--- config.mk ---
export PLATFORM = sky130hd
export DESIGN_NAME = audio_irq_bank
export DESIGN_NICKNAME = d
export VERILOG_FILES = /design/src/rtl/audio_irq_bank.sv
export SDC_FILE = /design/constraint.sdc
export NUM_CORES = 1
export LEC_CHECK = 0
export BUFFER_PORTS_ARGS = -buffer_cell sky130_fd_sc_hd__buf_2
export CAP_MARGIN = 20
export CORE_ASPECT_RATIO = 0.8
export CORE_MARGIN = 5
export CORE_UTILIZATION = 52
export CTS_CLUSTER_DIAMETER = 200
export DETAILED_ROUTE_END_ITERATION = 12
export PLACE_DENSITY = 0.8
export SYNTH_ARGS = -nofsm -noshare
export SYNTH_HDL_FRONTEND = slang
export SYNTH_SLANG_ARGS = --single-unit
--- constraint.sdc ---
create_clock -name clk -period 1.9 [get_ports clk]
set_input_delay 0.38 -clock clk [delete_from_list [all_inputs] [get_ports clk]]
set_output_delay 0.38 -clock clk [all_outputs]
set_load 0.02 [all_outputs]
--- src/rtl/audio_irq_bank.sv ---
module audio_irq_bank #(
  parameter int NCH = 8
) (
  input  logic           clk,
  input  logic           rst_n,
  input  logic           wr_en,
  input  logic           rd_en,
  input  logic [2:0]     addr,
  input  logic [31:0]    wdata,
  output logic [31:0]    rdata,
  input  logic [NCH-1:0] tx_ready,
  input  logic [NCH-1:0] tx_underrun,
  input  logic [NCH-1:0] rx_ready,
  input  logic [NCH-1:0] rx_overflow,
  input  logic           word_err,
  input  logic           txf_ready,
  input  logic           txf_empty,
  input  logic           rxf_ready,
  input  logic           rxf_full,
  output logic           irq
);

  localparam logic [7:0]  CHM     = 8'((1 << NCH) - 1);
  localparam logic [31:0] A_VALID = {CHM, CHM, CHM, CHM};
  localparam int          B_WERR  = 0;
  localparam int          B_TXFR  = 8;
  localparam int          B_TXFE  = 9;
  localparam int          B_RXFR  = 12;
  localparam int          B_RXFF  = 13;
  localparam logic [31:0] B_VALID = (32'd1 << B_WERR) | (32'd1 << B_TXFR) |
                                    (32'd1 << B_TXFE) | (32'd1 << B_RXFR) |
                                    (32'd1 << B_RXFF);

  logic [31:0] mask_a, mask_b;
  logic [7:0]  unf_q, ovf_q;
  logic        werr_q;
  logic [31:0] stat_a, stat_b;
  logic        clr_a, clr_b;
  logic [7:0]  txr8, rxr8, unf8, ovf8;

  assign txr8 = 8'(tx_ready) & CHM;
  assign rxr8 = 8'(rx_ready) & CHM;
  assign unf8 = 8'(tx_underrun) & CHM;
  assign ovf8 = 8'(rx_overflow) & CHM;

  assign clr_a = rd_en && (addr == 3'd3);
  assign clr_b = rd_en && (addr == 3'd7);

  assign stat_a = {ovf_q, rxr8, unf_q, txr8};

  always_comb begin
    stat_b = '0;
    stat_b[B_WERR] = werr_q;
    stat_b[B_TXFR] = txf_ready;
    stat_b[B_TXFE] = txf_empty;
    stat_b[B_RXFR] = rxf_ready;
    stat_b[B_RXFF] = rxf_full;
  end

  always_ff @(posedge clk) begin
    if (!rst_n) begin
      mask_a <= '0;
      mask_b <= '0;
      unf_q  <= '0;
      ovf_q  <= '0;
      werr_q <= 1'b0;
    end else begin
      unf_q  <= (clr_a ? 8'h00 : unf_q) | unf8;
      ovf_q  <= (clr_a ? 8'h00 : ovf_q) | ovf8;
      werr_q <= (clr_b ? 1'b0 : werr_q) | word_err;
      if (wr_en) begin
        case (addr)
          3'd0:    mask_a <= mask_a | (wdata & A_VALID);
          3'd1:    mask_a <= mask_a & ~wdata;
          3'd4:    mask_b <= mask_b | (wdata & B_VALID);
          3'd5:    mask_b <= mask_b & ~wdata;
          default: ;
        endcase
      end
    end
  end

  always_comb begin
    case (addr)
      3'd2:    rdata = mask_a;
      3'd3:    rdata = stat_a;
      3'd6:    rdata = mask_b;
      3'd7:    rdata = stat_b;
      default: rdata = '0;
    endcase
  end

  assign irq = (|(mask_a & stat_a)) | (|(mask_b & stat_b));

  p_set_r2: assert property (@(posedge clk) disable iff (!rst_n)
    (wr_en && addr == 3'd0) |=> ((mask_a & $past(wdata & A_VALID)) == $past(wdata & A_VALID)));

  p_clear_r3: assert property (@(posedge clk) disable iff (!rst_n)
    (wr_en && addr == 3'd1) |=> ((mask_a & $past(wdata)) == 32'd0));

  p_sticky_hold_r5: assert property (@(posedge clk) disable iff (!rst_n)
    !clr_a |=> ((unf_q & $past(unf_q)) == $past(unf_q)));

  p_strobe_wins_r8: assert property (@(posedge clk) disable iff (!rst_n)
    (|unf8) |=> ((unf_q & $past(unf8)) == $past(unf8)));

  p_mask_stable_r10: assert property (@(posedge clk) disable iff (!rst_n)
    !(wr_en && (addr == 3'd0 || addr == 3'd1)) |=> $stable(mask_a));

  p_mask_b_legal_r11: assert property (@(posedge clk) disable iff (!rst_n)
    (mask_b & ~B_VALID) == 32'd0);

  p_irq_needs_mask_r9: assert property (@(posedge clk) disable iff (!rst_n)
    irq |-> ((|mask_a) || (|mask_b)));

endmodule

Word level (Yosys, flattened, before mapping)
Index checks and enable logic that the tools add are counted.
{"block": "word_totals", "mem_count": 0, "output_inout_bits": 33, "ff_bits": 81, "rom_bits": 0, "ram_bits": 0, "latchBits": 0}
{"block": "classes", "eq_ne": 7, "magnitude_cmp": 0, "bitwise": 11, "muxes": 6, "addsub": 0, "n_mul": 0, "div": 0, "shift": 0, "n_reduce_logical": 9}
{"operator": "one-hot mux 32 bit (2 select lines)", "count": 2}
{"operator": "one-hot mux 32 bit (4 select lines)", "count": 1}
{"operator": "AND 32 bit", "count": 3}
{"operator": "OR reduction 32 bit", "count": 2}
{"operator": "AND 32 x 14 -> 32 bit", "count": 1}
{"operator": "inverter 32 bit", "count": 1}
{"operator": "OR 32 x 14 -> 32 bit", "count": 1}
{"operator": "OR 32 bit", "count": 1}
{"operator": "2-to-1 mux 8 bit", "count": 2}
{"operator": "OR 8 bit", "count": 2}
{"operator": "equality test 3 bit (second input constant)", "count": 4}
{"operator": "equality test 3 x 2 -> 1 bit (second input constant)", "count": 2}
{"operator": "AND reduction 2 bit", "count": 2}
{"operator": "nonzero test 2 bit", "count": 2}
{"operator": "equality test 3 x 1 -> 1 bit (second input constant)", "count": 1}
{"operator": "logical NOT 3 bit", "count": 1}
{"operator": "logical AND 1 bit", "count": 2}
{"operator": "OR 1 bit", "count": 2}
{"operator": "2-to-1 mux 1 bit", "count": 1}

Depth between registers and ports, before layout
{"block": "depth", "ltp_word": 4, "depth_mapped": 7, "mapped_depth_nobuf": 4}

Worst setup path before layout
Ideal clock, no wire load.
{"block": "synth_path", "path_kind": "input to output", "from": "in rx_ready[5]", "to": "out irq", "cell_stages": 4, "required_time_ns": 1.520, "t_arrival_ns": 1.461, "setup_slack_ns": 0.059, "path_cell_list": "a22o_1 a221oi_2 nand4_1 or4_1"}
{"block": "synth_via", "elab_chain_len": 3}
{"element": "start: declaration", "line": "13", "rtl": "input logic [NCH-1:0] rx_ready,"}
{"element": "AND 32 bit", "line": "93", "rtl": "assign irq = (|(mask_a & stat_a)) | (|(mask_b & stat_b));"}
{"element": "OR reduction 32 bit", "line": "93"}
{"element": "OR 1 bit", "line": "93"}
{"element": "end: declaration", "line": "20", "rtl": "output logic irq"}
No other way between the ends.

==> reports/results.ini <==
[outcome]
status=finished, violations left
violations=setup timing

[routing]
vias_per_cell=6.09
wl_um=11900
vias=3907
ant_nets=0
dr.pass1.iters=5
wl_per_cell_um=18.5
drc=0
drt_first_iter_violations=289

[placement]
port_buffers=108
place_area_sq_mm=0.00463
hpwl_um=8230
gp_congestion=0.841

[layout]
final_common_cell=buf_2
final_layout_size_suffix_gt1_share_pct=33.3
area_delta_synth_final_pct=28.9
finish.utilization_pct=70.0
seq_area_sq_mm=0.00163
multiInputGateArea_sq_mm=0.00200
fin_area_sq_mm=0.00489
final_cell_mix=103 x buf_2, 81 x a21oi_1, 75 x dfxtp_1, 54 x nand2_1, 37 x a311oi_1
final_nets=626
diodes=0
fill_cells=549

[synthesis]
ys_ff_latch=81
ys_seq_area_share_pct=42.7
yosys_warnings=0
synthFlopType=dfxtp_1
synth_async_sr_flop_share_pct=0
synth-edff-count=0
synth.avg_cell_area_sq_um=8.80
yosysUniqueCellTypes=27
synth_fp_nets=507
syn_area_sq_mm=0.00379
synthCells=431

[floorplanning]
die_x_um=106
initial_core_util_pct=54.3
row_count=27
die_h_um=86.4
pin_count=109
core_sq_mm=0.00699
die-area_sq_mm=0.00912

[pwr]
vdd_drop_max_v=0.000472
power_density_mw_per_mm2=748
p_leak_nw=2.08

[global_route]
grt_usage_pct=25.7
antenna_found_initial=0
grt_pass1_wl_um=18700
grt_overflow=0
grt_max_degree=41
grt_pass1_vias=3735

[worst_setup_path]
crit_path_end_kind=output port
crit_required_ns=1.52
cp.arrival_ns=1.90
worstPathMaxFanout=2
crit_type=register to output port
start_kind=register
ff2ff_path_depth=3

[clock_network]
clockRootBuffer=clkbuf_8
clk_pin_slew_worst_paths_ns=0.09
h-tree-depth=3
cts_buffer_depth=2
clkLatencyLatePin_ns=0.35
cts_made_buffers=9
cts_sinks=81
cts_tree=done
ctsHoldBuffers=0

[sta]
finalCritPeriodShare_pct=120
drv_slew=0
rsz0062_at_grt=yes
setup_viol=1
finalCriticalPeriod_ns=2.28
finClkSkew_ns=0
maxClockFrequency_mhz=440
timing.final.ws_setup_ns=-0.375
hold_viol_final=0
worst_pin_slew_ns=0.403
slew_headroom_pct=73.1

[min_path]
hp-class=primary input to register
min_path_cells=2

[run]
drv_cap=0

## layer usage
metal  up-vias  global-route usage, %  routed length (um)
met4         0                   5.88                 172
met2       226                   42.9                5690
met5         -                      0                   0
li1       1823                      -                   -
met1      1836                   32.7                4780
met3        22                   8.41                1270
## worst max-delay path, stage by stage (launching register included)
cell      delay (ns)
dfxtp_1         0.32
a22o_1          0.26
a221oi_2        0.23
nand4_1         0.14
or4_4           0.45
buf_6           0.15
## metrics by stage
stage / power [mW] / TNS [ns] / hold WS (ns) / std cells / setup slack, ns
floorplan: 2.12 / 0 / 0.412 / 431 / 0.0589
global placement: 2.38 / -0.482 / 0.418 / 625 / -0.258
detailed placement: 2.39 / -0.639 / 0.422 / 625 / -0.256
CTS: 3.64 / -0.389 / 0.215 / 641 / -0.389
global route: 3.80 / -0.497 / 0.205 / 642 / -0.453
finish: 3.66 / -0.375 / 0.223 / 642 / -0.375
## final cells by class
type	instances	area share, %
multi-input cells	310	40.8
flip-flops and latches	81	33.3
repair buffers	147	19.6
clock buffers	10	2.81
well taps	87	2.23
clock inverters	6	1.18
inverters	1	0.0767
## what timing repair did
action,CTS,global route
pin swaps,4,1
cloned,0,0
buffers inserted,0,1
gates resized for setup,9,13
endpoints found under the setup margin,24,22
## cell usage after synthesis, types with 4 or more instances
cell type / n / share of area, %
a21oi_1: 81 / 11
mux2i_1: 27 / 7.1
nor2_1: 17 / 1.7
mux4_2: 5 / 3.0
nand2_1: 54 / 5.3
buf_2: 17 / 2.2
nand4_1: 4 / 0.66
a22oi_1: 11 / 2.2
a311oi_1: 37 / 8.5
o21ai_0: 27 / 3.6
dfxtp_1: 81 / 43
and2_1: 33 / 5.4
clkbuf_1: 15 / 1.5
## logic make-up (layout without fill, tap and decap cells)
kind of cell           Yosys count  after routing  synth area share, %
AO/OA/AOI/OAI                  163            163                 27.1
AND/OR/NAND/NOR                115            115                 14.7
flip-flops                      81             81                 42.7
buffers and inverters           40            164                 5.34
multiplexers                    32             32                 10.1
## path summary, 6_finish.rpt
path	from	slack, ns	endpoint
worst min-delay path	wdata[2]	0.22	mask_b[2]
worst max register to register	register	1.01	register
worst max-delay path	register	-0.38	irq
worst min register to register	mask_b[4]	0.43	mask_b[4]
## where the power goes
part | internal, mW | switching [mW]
logic | 0.274 | 0.323
registers | 1.75 | 0.0419
clock network | 0.634 | 0.632
Note: power is estimated with default switching activity, not from simulation.
